[src/rtl/rrs_pkg.sv]
package rrs_pkg;
  localparam int CH_W = 3;

  localparam logic [CH_W-1:0] CH_TEMP  = 3'd0;
  localparam logic [CH_W-1:0] CH_VCC   = 3'd1;
  localparam logic [CH_W-1:0] CH_BIAS  = 3'd2;
  localparam logic [CH_W-1:0] CH_RXC   = 3'd3;
  localparam logic [CH_W-1:0] CH_RXF   = 3'd4;
  localparam logic [CH_W-1:0] CH_PWR   = 3'd5;
  localparam logic [CH_W-1:0] CH_NONE  = 3'd7;

  // Slot positions; order is the behaviour of the loop.
  typedef enum logic [2:0] {
    POS_TEMP, POS_VCC, POS_BIAS, POS_TOG_A,
    POS_RXC, POS_RXF, POS_PWR, POS_TOG_B
  } pos_t;

  typedef enum logic [1:0] {PH_INIT, PH_ISSUE, PH_WAIT} phase_t;

  function automatic logic is_toggle(pos_t p);
    return (p == POS_TOG_A) || (p == POS_TOG_B);
  endfunction

  function automatic logic [CH_W-1:0] chan_of(pos_t p);
    case (p)
      POS_TEMP: return CH_TEMP;
      POS_VCC:  return CH_VCC;
      POS_BIAS: return CH_BIAS;
      POS_RXC:  return CH_RXC;
      POS_RXF:  return CH_RXF;
      POS_PWR:  return CH_PWR;
      default:  return CH_NONE;
    endcase
  endfunction

  // Next slot: reduced loop bounces temp <-> supply, full loop steps and wraps.
  function automatic pos_t next_pos(pos_t p, logic reduced);
    logic [2:0] raw;
    raw = p;
    if (reduced) return (p == POS_TEMP) ? POS_VCC : POS_TEMP;
    return pos_t'(raw + 3'd1);
  endfunction
endpackage

[src/rtl/rrs_supply_gate.sv]
module rrs_supply_gate #(
  parameter int RES_W  = 12,
  parameter bit STRICT = 1'b1
) (
  input  logic             clk,
  input  logic             rst_n,
  input  logic             load_en,
  input  logic             alarm_en,
  input  logic             warn_en,
  input  logic             vcc_accept,
  input  logic [RES_W-1:0] result,
  input  logic [RES_W-1:0] thresh,
  output logic             reduced
);
  logic supply_good;

  generate
    if (STRICT) begin : g_strict
      assign supply_good = result > thresh;
    end else begin : g_incl
      assign supply_good = result >= thresh;
    end
  endgenerate

  always_ff @(posedge clk or negedge rst_n) begin
    if (!rst_n)
      reduced <= 1'b0;
    else if (load_en)
      reduced <= alarm_en | warn_en;
    else if (reduced && vcc_accept && supply_good)
      reduced <= 1'b0;
  end
endmodule

[src/rtl/rrs_sel_track.sv]
module rrs_sel_track #(
  parameter bit SEL_INIT = 1'b0
) (
  input  logic clk,
  input  logic rst_n,
  input  logic flip,
  output logic sel
);
  always_ff @(posedge clk or negedge rst_n) begin
    if (!rst_n)    sel <= SEL_INIT;
    else if (flip) sel <= ~sel;
  end
endmodule

[src/rtl/rr_conv_sequencer.sv]
module rr_conv_sequencer
  import rrs_pkg::*;
#(
  parameter int RES_W = 12
) (
  input  logic             clk,
  input  logic             rst_n,
  input  logic             supply_lo_alarm_en,
  input  logic             supply_lo_warn_en,
  input  logic [RES_W-1:0] supply_lo_thresh,
  output logic             conv_start,
  output logic [CH_W-1:0]  conv_chan,
  input  logic             conv_done,
  input  logic [RES_W-1:0] conv_result,
  output logic             sel_req,
  output logic             sel_value,
  input  logic             sel_done,
  output logic             cycle_done
);
  phase_t phase_q;
  pos_t   pos_q;
  logic   started_q;
  logic   reduced_q;
  logic   sel_q;

  // Named internal events.
  logic in_issue, in_wait, tog_step;
  logic conv_accept, tog_accept, step_advance, vcc_accept, init_load;

  assign in_issue     = (phase_q == PH_ISSUE);
  assign in_wait      = (phase_q == PH_WAIT);
  assign init_load    = (phase_q == PH_INIT);
  assign tog_step     = is_toggle(pos_q);
  assign conv_accept  = in_wait && !tog_step && conv_done;
  assign tog_accept   = in_wait && tog_step && sel_done;
  assign step_advance = conv_accept || tog_accept;
  assign vcc_accept   = conv_accept && (pos_q == POS_VCC);

  always_ff @(posedge clk or negedge rst_n) begin
    if (!rst_n) begin
      phase_q   <= PH_INIT;
      pos_q     <= POS_TEMP;
      started_q <= 1'b0;
    end else begin
      case (phase_q)
        PH_INIT:  phase_q <= PH_ISSUE;
        PH_ISSUE: begin
          phase_q   <= PH_WAIT;
          started_q <= 1'b1;
        end
        PH_WAIT: if (step_advance) begin
          pos_q   <= next_pos(pos_q, reduced_q);
          phase_q <= PH_ISSUE;
        end
        default:  phase_q <= PH_INIT;
      endcase
    end
  end

  rrs_supply_gate #(.RES_W(RES_W), .STRICT(1'b1)) u_gate (
    .clk        (clk),
    .rst_n      (rst_n),
    .load_en    (init_load),
    .alarm_en   (supply_lo_alarm_en),
    .warn_en    (supply_lo_warn_en),
    .vcc_accept (vcc_accept),
    .result     (conv_result),
    .thresh     (supply_lo_thresh),
    .reduced    (reduced_q)
  );

  rrs_sel_track #(.SEL_INIT(1'b0)) u_sel (
    .clk   (clk),
    .rst_n (rst_n),
    .flip  (tog_accept),
    .sel   (sel_q)
  );

  assign conv_start = in_issue && !tog_step;
  assign conv_chan  = chan_of(pos_q);
  assign sel_req    = in_issue && tog_step;
  assign sel_value  = ~sel_q;
  assign cycle_done = in_issue && (pos_q == POS_TEMP) && started_q;
endmodule

[config.mk]
export PLATFORM = sky130hd
export DESIGN_NAME = rr_conv_sequencer
export DESIGN_NICKNAME = d
export VERILOG_FILES = /design/src/rtl/rrs_pkg.sv /design/src/rtl/rrs_supply_gate.sv /design/src/rtl/rrs_sel_track.sv /design/src/rtl/rr_conv_sequencer.sv
export SDC_FILE = /design/constraint.sdc
export NUM_CORES = 1
export LEC_CHECK = 0
export BUFFER_PORTS_ARGS = -buffer_cell sky130_fd_sc_hd__buf_2
export CORE_ASPECT_RATIO = 0.9
export CORE_UTILIZATION = 49
export CTS_CLUSTER_DIAMETER = 100
export DETAILED_ROUTE_END_ITERATION = 10
export GPL_TIMING_DRIVEN = 1
export PLACE_DENSITY = 0.91
export RECOVER_POWER = 50
export SYNTH_ARGS = -nofsm -noshare
export SYNTH_HDL_FRONTEND = slang
export SYNTH_SLANG_ARGS = --single-unit
export TNS_END_PERCENT = 30
[constraint.sdc]
create_clock -name clk -period 4.51 [get_ports clk]
set_input_delay 0.6765 -clock clk [delete_from_list [all_inputs] [get_ports clk]]
set_output_delay 0.6765 -clock clk [all_outputs]
set_load 0.01 [all_outputs]
==> flow_summary.yaml <==
clock_tree:
  cts_root_buffer: "clkbuf_4"
  cts_tree: "done"
  clk_path_buf_depth: 2
  post_cts_buffers: 0
  path_clk_slew_ns: 0.06
  clock_latency_ns: 0.26
  ctsHoldBuffers: 0
  cts-resized-gates: 0
  cts_buffers: 3
  clock-sinks: 8
  htreeDepth: 1
sta:
  max_freq_mhz: 455
  setup_slack_ns: 2.31
  worstMarginPinSlew_ns: 0.468
  finClkSkew_ns: 0.0117
  drv_slew: 0
  slew_headroom: 0.688
  hold-worst-slack_ns: 0.331
  timing.final.crit_period_ns: 2.20
  finalHoldViolations: 0
  rsz0062_at_grt: "no"
  setup_viol: 0
  finalCritPeriodShare: 0.488
  tns_ns: 0
synth:
  muxShareOfSynthArea: 0.0125
  ys_ff_latch: 8
  yosysTopAreaCell: "dfrtp_1"
  synth.top_cell.area_share: 0.250
  synth_top_family_by_area: "adder cells"
  ys.flop_type: "dfrtp_1"
  synth_compound_area_frac: 0.167
  syn-cell-area_um2: 800
  synthCells: 97
  yosys.area_share.simple: 0.224
  syn-num-nets: 143
  yosysWarnings: 0
  ys_seq_area_frac: 0.250
  synth_fa_ha_area_frac: 0.250
  synthXorXnorAreaFrac: 0.0110
  synth.area.top_cells: "dfrtp_1, ha_1, inv_1, o21ai_0, a21oi_1"
  synth-edff-count: 0
  async_flop_share: 1.00
  syn_area_per_cell_um2: 8.24
  yosys.cell_types.count: 29
setup_path:
  crit_path_end_kind: "primary output"
  worstPathMaxFanout: 4
  cp_data_arrival_time_ns: 1.52
  r2r_cells: 5
  critPathLaunchType: "flip-flop"
  worstPathCellList: "inv_1, ha_1, nor2b_1, and4b_2, buf_2"
  critPathMaxStageDelay_ns: 0.41
  path_class: "flip-flop to primary output"
  slowest_stage: "dfrtp_1"
  reg2reg_to: "u_gate.reduced"
  r2r_setup_slack_ns: 2.68
  cp_data_required_time_ns: 3.83
  crit-reg2reg-launch: "pos_q[0]"
drt:
  viasPerCell: 5.05
  drt_wl_total_mm: 1.79
  drt_iter0_markers: 14
  dr.pass1.iters: 4
  vias: 793
  post_drt_wl_per_cell_um: 11.4
  drtAntennaViolNets: 0
  drc: 0
grt:
  grt_max_degree: 10
  grt_first_pass_wirelength_mm: 2.70
  antenna_found_initial: 0
  grt_pass1_vias: 688
  grt_overflow: 0
  track_usage: 0.218
floorplan:
  rows: 13
  fp.dieW_um: 44.6
  die_h_um: 40.3
  die-area_um2: 1800
  core-area_um2: 1480
  io_pins: 37
  start_util: 0.540
pwr:
  leakage_nw: 0.567
  peakVddDrop_mv: 0.299
  power.density_nw_per_um2: 405
layout:
  stdcell_area_um2: 1020
  synthToLayoutAreaGrowth_pct: 28.2
  seq_area_um2: 200
  drive_above_1_share: 0.296
  final_nets: 183
  n_antenna_cell: 0
  multiInputGateArea_um2: 532
  fillers: 114
placement:
  dp_slack_ns: 2.61
  hpwl_mm: 1.58
  io_buffers: 36
  placed_area_um2: 1000
  place_congestion: 0.801
worst_hold_path:
  worst_hold_path_type: "primary input to asynchronous set/reset pin"
run_status:
  status: "completed"
job:
  drv_cap: 0
## worst max path at each step
| stage | slack, ns | endpoint | start | cells past startpoint |
|---|---|---|---|---|
| 6_report | 2.31 | cycle_done | pos_q[0] | 5 |
| 5_1_grt | 2.22 | cycle_done | pos_q[0] | 5 |
| 4_1_cts | 2.32 | cycle_done | pos_q[0] | 5 |
| 3_5_place_dp | 2.61 | cycle_done | pos_q[0] | 5 |
| 3_3_place_gp | 2.66 | cycle_done | pos_q[0] | 5 |
| 2_1_floorplan | 2.78 | cycle_done | pos_q[0] | 4 |
## cell type report
cell class / count / area share
flip-flops and latches: 8 / 0.195
inverters: 17 / 0.0623
clock buffers: 3 / 0.0220
repair buffers: 36 / 0.175
well taps: 22 / 0.0269
multi-input cells: 71 / 0.519
## critical path, delay by kind of cell (launching register included)
kind,cells,cell delay (ns)
simple gates,2,0.43
flops,1,0.41
buf+inv,2,0.23
fa+ha+maj,1,0.18
## registers in the layout, indices dropped and copies added (netlist names)
| register | cells |
|---|---|
| phase_q | 2 |
| u_sel.sel | 1 |
| u_gate.reduced | 1 |
| started_q | 1 |
| pos_q | 3 |
## metrics by stage
step	instances	power, mW	utilization
detailed placement	154	0.359	0.678
CTS	157	0.418	0.693
floorplan	97	0.281	-
global route	157	0.455	0.692
global placement	154	0.346	0.678
finish	157	0.415	0.692
## cell usage after synthesis, types with 2 or more instances
cell and count:
nor2b_1 3, nor2_1 5, o21ai_0 7, o221ai_1 2, nand2_1 8, inv_1 17, nand2b_1 2, dfrtp_1 8
o211ai_1 3, nand4_1 3, ha_1 16, a21oi_1 6
## layer usage
| layer | GRT usage | up-vias | wire length [um] |
|---|---|---|---|
| met5 | 0 | - | 0 |
| met4 | 0.0455 | 0 | 0 |
| met3 | 0.0811 | 0 | 75 |
| met2 | 0.423 | 17 | 1000 |
| met1 | 0.228 | 363 | 718 |
| li1 | - | 413 | - |
## power breakdown
group	internal (mW)	total [mW]	switching [mW]
clock network	0.0306	0.0578	0.0272
logic	0.105	0.219	0.114
registers	0.0996	0.137	0.0378
total	0.235	0.415	0.179
## layout by cell type, fill, tap and decap left out, types with 2 or more instances in the layout
cell       n
nand2b_1   2
ha_1      16
nor2b_1    3
a21oi_1    6
clkbuf_4   3
dfrtp_1    8
nor2_1     5
inv_1     17
o211ai_1   3
o21ai_0    7
nand2_1    8
o221ai_1   2
buf_2     35
nand4_1    3
## cell families (layout without fill, tap and decap cells)
kind of cell | after synthesis | after routing
buf+inv | 18 | 56
simple gates | 31 | 31
mux | 1 | 1
compound gates | 22 | 22
fa+ha+maj | 16 | 16
xor+xnor | 1 | 1
flops | 8 | 8
No activity file was read; power rests on OpenSTA's default activity.
